--- src/rtl/wps_scrambler.sv ---
module wps_scrambler #(
  parameter int DATA_W = 32,
  parameter int LFSR_W = 7,
  parameter int TAP    = 1
) (
  input  logic              clk,
  input  logic              rst_n,
  input  logic              en,
  input  logic              in_valid,
  input  logic [1:0]        in_type,
  input  logic [DATA_W-1:0] in_data,
  output logic              out_valid,
  output logic [1:0]        out_type,
  output logic [DATA_W-1:0] out_data
);
  localparam logic [LFSR_W-1:0] SEED = '1;

  // Returns {mask, next_state}; state bit 0 is the newest bit, bit LFSR_W-1 the oldest.
  function automatic logic [DATA_W+LFSR_W-1:0] run_seq(input logic [LFSR_W-1:0] s);
    logic [LFSR_W-1:0] h;
    logic [DATA_W-1:0] m;
    logic              b;
    h = s;
    m = '0;
    for (int i = 0; i < DATA_W; i++) begin
      b = h[TAP-1] ^ h[LFSR_W-1];
      m[DATA_W-1-i] = b;
      h = {h[LFSR_W-2:0], b};
    end
    return {m, h};
  endfunction

  logic [LFSR_W-1:0] state;
  logic [DATA_W-1:0] mask;
  logic [LFSR_W-1:0] state_nxt;
  logic              is_data, is_mark, scr;

  assign {mask, state_nxt} = run_seq(state);
  assign is_data = in_type[1] ^ in_type[0];
  assign is_mark = &in_type;
  assign scr     = en & is_data;

  always_ff @(posedge clk) begin
    if (!rst_n) begin
      state     <= SEED;
      out_valid <= 1'b0;
      out_type  <= '0;
      out_data  <= '0;
    end else begin
      out_valid <= in_valid;
      if (in_valid) begin
        out_type <= in_type;
        out_data <= scr ? (in_data ^ mask) : in_data;
        if (is_mark)  state <= SEED;
        else if (scr) state <= state_nxt;
      end
    end
  end
endmodule


--- config.mk ---
export PLATFORM = sky130hd
export DESIGN_NAME = wps_scrambler
export DESIGN_NICKNAME = d
export VERILOG_FILES = /design/src/rtl/wps_scrambler.sv
export SDC_FILE = /design/constraint.sdc
export NUM_CORES = 1
export LEC_CHECK = 0
export ABC_AREA = 1
export BUFFER_PORTS_ARGS = -buffer_cell sky130_fd_sc_hd__buf_2
export CAP_MARGIN = 10
export CORE_MARGIN = 2
export CORE_UTILIZATION = 50
export CTS_CLUSTER_SIZE = 40
export DETAILED_ROUTE_END_ITERATION = 8
export GPL_ROUTABILITY_DRIVEN = 0
export PLACE_DENSITY = 0.74
export SLEW_MARGIN = 20
export SYNTH_ARGS = -nofsm -noshare
export SYNTH_HDL_FRONTEND = slang
export SYNTH_SLANG_ARGS = --single-unit
--- constraint.sdc ---
create_clock -name clk -period 4.9 [get_ports clk]
set_input_delay 0.98 -clock clk [delete_from_list [all_inputs] [get_ports clk]]
set_output_delay 0.98 -clock clk [all_outputs]
set_load 0.02 [all_outputs]
# Word-level counts from Yosys, hierarchy flattened
# Index checks and enable logic that the tools add are counted.
# totals
register_bits,42
input_bits,38
output_inout_bits,35
word_cells,45
# classes
n_mux,3
n_bitwise,35
reduce_logical,3
# op_table
op,n
1-bit XOR,33
32-bit 2-to-1 mux,1
32-bit XOR,1
7-bit 2-to-1 mux,2
2-bit AND reduction,2
2-bit nonzero test,1
1-bit AND,1

# Logic depth before layout (Yosys ltp)
# logic_depth
depth_word,34
depth_mapped,37
depth_no_buf,37

# Worst setup path after synthesis
# OpenSTA, ideal clock, no wires.
# synth_path
path_type,reg-to-reg
from,reg state[6]
to,reg out_data[4]
setup_time_ns,0.109
arrival_ns,3.157
required_time_ns,4.791
path_slack_ns,1.635
stages_incl_launch_ff,37
n_path_buf,0
synth_period_minus_slack_ns,3.265
path_cell_list,dfxtp_1 > inv_1 > nand2_2 > nand3_2 > nand2_2 > nand2_4 > nand2_4 > nand2_2 > nand3_2 > nand2_4 > nand2_4 > nand2_2 > nand2_1 > nand3_2 > nand2_4 > nand2_2 > nand2_4 > nand2_1 > nand2_1 > nand2_2 > nand2_2 > nand2_4 > nand2_2 > nand2_4 > nand3_1 > nand3_1 > nand3_2 > nand2_2 > nand2_2 > nand2_2 > nand2_2 > nand2_2 > nand2_2 > xor2_1 > nand2_1 > nand2_1 > inv_1
# synth_between
elab_chain_len,30
# synth_lines
item,line_no,rtl
start: declaration,33,logic [LFSR_W-1:0] state;
start signal: assignment,55,else if (scr) state <= state_nxt;
1-bit XOR *,26,b = h[TAP-1] ^ h[LFSR_W-1];
1-bit XOR (26 in series),26,
1-bit XOR *,26,
32-bit XOR *,53,out_data <= scr ? (in_data ^ mask) : in_data;
32-bit 2-to-1 mux *,53,
end signal: assignment,53,
end: declaration,14,output logic [DATA_W-1:0] out_data
# Mark *: on every way between the ends. The rest lies on a longest branch, timed or not.
# A chain may end at the register's enable or synchronous reset.

# Final worst setup path
# layout_path
from,reg state[6]
to,reg out_data[1]
# layout_between
elab_chain_len,33
# layout_lines
item,line_no
1-bit XOR *,26
1-bit XOR (29 in series),26
1-bit XOR *,26
32-bit XOR *,53
32-bit 2-to-1 mux *,53
# Marks and branches as above.

==> impl_metrics.py <==
metrics = {
    "status": {
        "status": "completed",
    },
    "place": {
        "dp_cells": 508,
        "placed_area_sq_um": 3171,
        "hpwl_um": 5327,
        "portBuffers": 72,
    },
    "cts": {
        "cts_buffers": 5,
        "clock_latency_ns": 0.30,
        "post_cts_buffers": 0,
        "clockBufferDepth": 2,
        "cts_max_level": 2,
        "ctsResizeCount": 0,
        "root_buffer": "clkbuf_8",
        "clk_pin_slew_worst_paths_ns": 0.09,
        "cts_tree": "built",
        "cts.sinks": 42,
        "cts_hold_buffers": 0,
    },
    "sta": {
        "relSlewSlack_pct": 45.97,
        "report.final.hold_viol_count": 0,
        "setup_tns_ns": 0,
        "skew_ns": 0.006762,
        "max_freq_mhz": 259.0,
        "post-route-min-period_ns": 3.861,
        "rsz0062_at_grt": "no",
        "period_share_pct": 78.79,
        "final_max_slew_viol_count": 0,
        "tightest_slew_ns": 0.8104,
        "setup-violations-final": 0,
    },
    "grt": {
        "grt_max_degree": 69,
        "antenna_found_initial": 0,
        "gr-total-overflow": 0,
        "grt_pass1_vias": 2487,
        "grt_pass1_wl_um": 11690,
        "grt_usage_pct": 23.84,
    },
    "cells_and_area": {
        "layout-drive-gt1-share_pct": 30.63,
        "finalNonFillerCells": 516,
        "layout_common_cells": "nand2_1 (75), buf_2 (72), inv_1 (45)",
        "post-route-util_pct": 60.04,
        "final.fill_count": 511,
        "nets": 482,
        "antennaDiodeCount": 0,
        "final_common_cell": "nand2_1",
        "area_growth_pct": 17.78,
        "final_area_sq_um": 3266,
    },
    "power_and_ir_drop": {
        "p_clk_share_pct": 8.8,
        "p_seq_share_pct": 15.9,
        "leakagePower_nw": 1.757,
        "p_int_mw": 1.196,
        "p_switching_mw": 1.593,
        "irDropWorstVdd_mv": 0.4859,
        "power_density_nw_per_um2": 854.0,
        "comb_power_share_pct": 75.2,
        "p_sw_share_pct": 57.11,
    },
    "synth": {
        "synth_flop_cell": "dfxtp_1",
        "yosysSeqAreaShare_pct": 30.32,
        "yosysUniqueCellTypes": 26,
        "synthArstFlopShare_pct": 0,
        "synth_edf_count": 0,
        "syn_nets": 417,
        "ys_ff_latch": 42,
        "syn_area_per_cell_sq_um": 7.335,
        "syn_inst": 378,
        "yosys.area.top_type": "dfxtp_1",
        "synth.cell_area_sq_um": 2773,
        "synth_top_area_share_pct": 30.32,
        "synth.area.top_cells": "dfxtp_1 (30%), nand2_1 (10%), o211ai_1 (7.6%)",
        "synth_warnings": 0,
    },
    "setup_path": {
        "critPathLaunchType": "flop",
        "cpMaxStageDelayCell": "dfxtp_1",
        "rrSetupSlack_ns": 1.04,
        "crit_type": "reg -> reg",
        "worst_ep_required_time_ns": 5.10,
        "critPathArrivalTime_ns": 4.06,
        "crit_top_cell": "nand2_2",
        "r2r_end": "out_data[1]",
        "reg2reg_depth": 34,
        "cp-end-kind": "flop",
        "slowest_delay_ns": 0.39,
        "worstPathMaxFanout": 7,
        "reg2reg_from": "state[6]",
    },
    "min_path": {
        "hp-class": "reg -> reg",
        "whs_path_depth": 2,
        "whs_endpoint": "out_data[11]",
        "hp-start": "out_data[11]",
    },
    "job": {
        "cap_violations": 0,
    },
    "routing": {
        "via_per_inst": 5.167,
        "firstDrtPassIters": 5,
        "drt_iter0_drc": 196,
        "vias": 2666,
        "drtAntennaViolNets": 0,
        "wl_um": 7014,
        "wl_per_cell_um": 13.59,
        "drc": 0,
    },
    "floorplanning": {
        "die_w_um": 78.47,
        "core_sq_um": 5439,
        "ios": 73,
        "start_util_pct": 50.98,
        "rows": 27,
        "fp.dieH_um": 78.47,
        "die_area_sq_um": 6157,
    },
}
-- area by class of cell --
type                            instances  area [sq um]  share of cell area, %
Sequential cell                        42         840.8                  25.75
Clock buffer                            7         86.33                  2.644
Inverter                               47         176.4                  5.402
Clock inverter                          1         8.758                 0.2682
Timing Repair Buffer                   73         367.9                  11.26
Tap cell                               72         90.09                  2.759
Multi-Input combinational cell        274          1695                  51.92
-- worst max-delay path, delay by kind of cell (launching register included) --
family	cells	cell delay [ns]
and+or+nand+nor	31	3.05
xor gates and xnor gates	1	0.17
buffers and inverters	2	0.16
DFF	1	0.39
-- Yosys cell counts (3+ instances only) --
library cell and number:
o21ai_1 4, xor2_1 20, inv_1 45, nand3_2 16
a21oi_1 9, nor2_1 22, nand3_1 34, o211ai_1 28
clkbuf_1 11, dfxtp_1 42, nand2_4 10, nand2_2 25
xnor2_1 13, nand2_1 75, buf_2 3, o21ai_0 11
-- kinds of logic (layout without fill, tap and decap cells) --
| kind of cell | count (synthesis) | after routing | share of synthesized area [%] |
|---|---|---|---|
| fa+ha+maj | 1 | 1 | 0.4512 |
| compound gates | 53 | 53 | 12.18 |
| buf+inv | 62 | 128 | 8.528 |
| flops | 42 | 42 | 30.33 |
| simple gates | 184 | 184 | 35.65 |
| xor+xnor | 36 | 36 | 12.86 |
-- state kept, by name, indices dropped and copies added, names as in the netlist --
name and cells:
out_type 2, state 7, out_data 32, out_valid 1
-- power by group through the flow --
stage	Sequential (mW)	Combinational, mW	Clock [mW]
floorplan	0.505	1.60	0
detailed placement	0.449	2.07	0
global route	0.452	2.31	0.265
finish	0.445	2.10	0.246
global placement	0.450	2.02	0
CTS	0.444	2.08	0.250
-- worst max path at each step --
| stage | startpoint | end | slack [ns] |
|---|---|---|---|
| after global routing | state[0] | out_data[2] | 0.64 |
| after detailed placement | state[6] | out_data[4] | 1.09 |
| final | state[6] | out_data[1] | 1.04 |
| after floorplan | state[6] | out_data[4] | 1.63 |
| after CTS | state[6] | out_data[4] | 1.08 |
| after global placement | state[6] | out_data[4] | 1.14 |
-- per-layer routing --
layer  share of wire [%]  GRT usage (%)  vias up
li1                    -              -     1350
met1                  44          29.54     1216
met2                  48          41.38       87
met3                 5.4          4.943       13
met4                 2.3          7.544        0
met5                   0              0        -
-- through the flow --
stage	power, mW	hold WS, ns	setup slack [ns]
after floorplan	2.107	0.5215	1.635
after global placement	2.468	0.4571	1.135
after detailed placement	2.518	0.4577	1.089
after CTS	2.775	0.4868	1.076
after global routing	3.028	0.5112	0.6401
final	2.789	0.4818	1.039
Note: power is estimated with default switching activity, not from simulation.
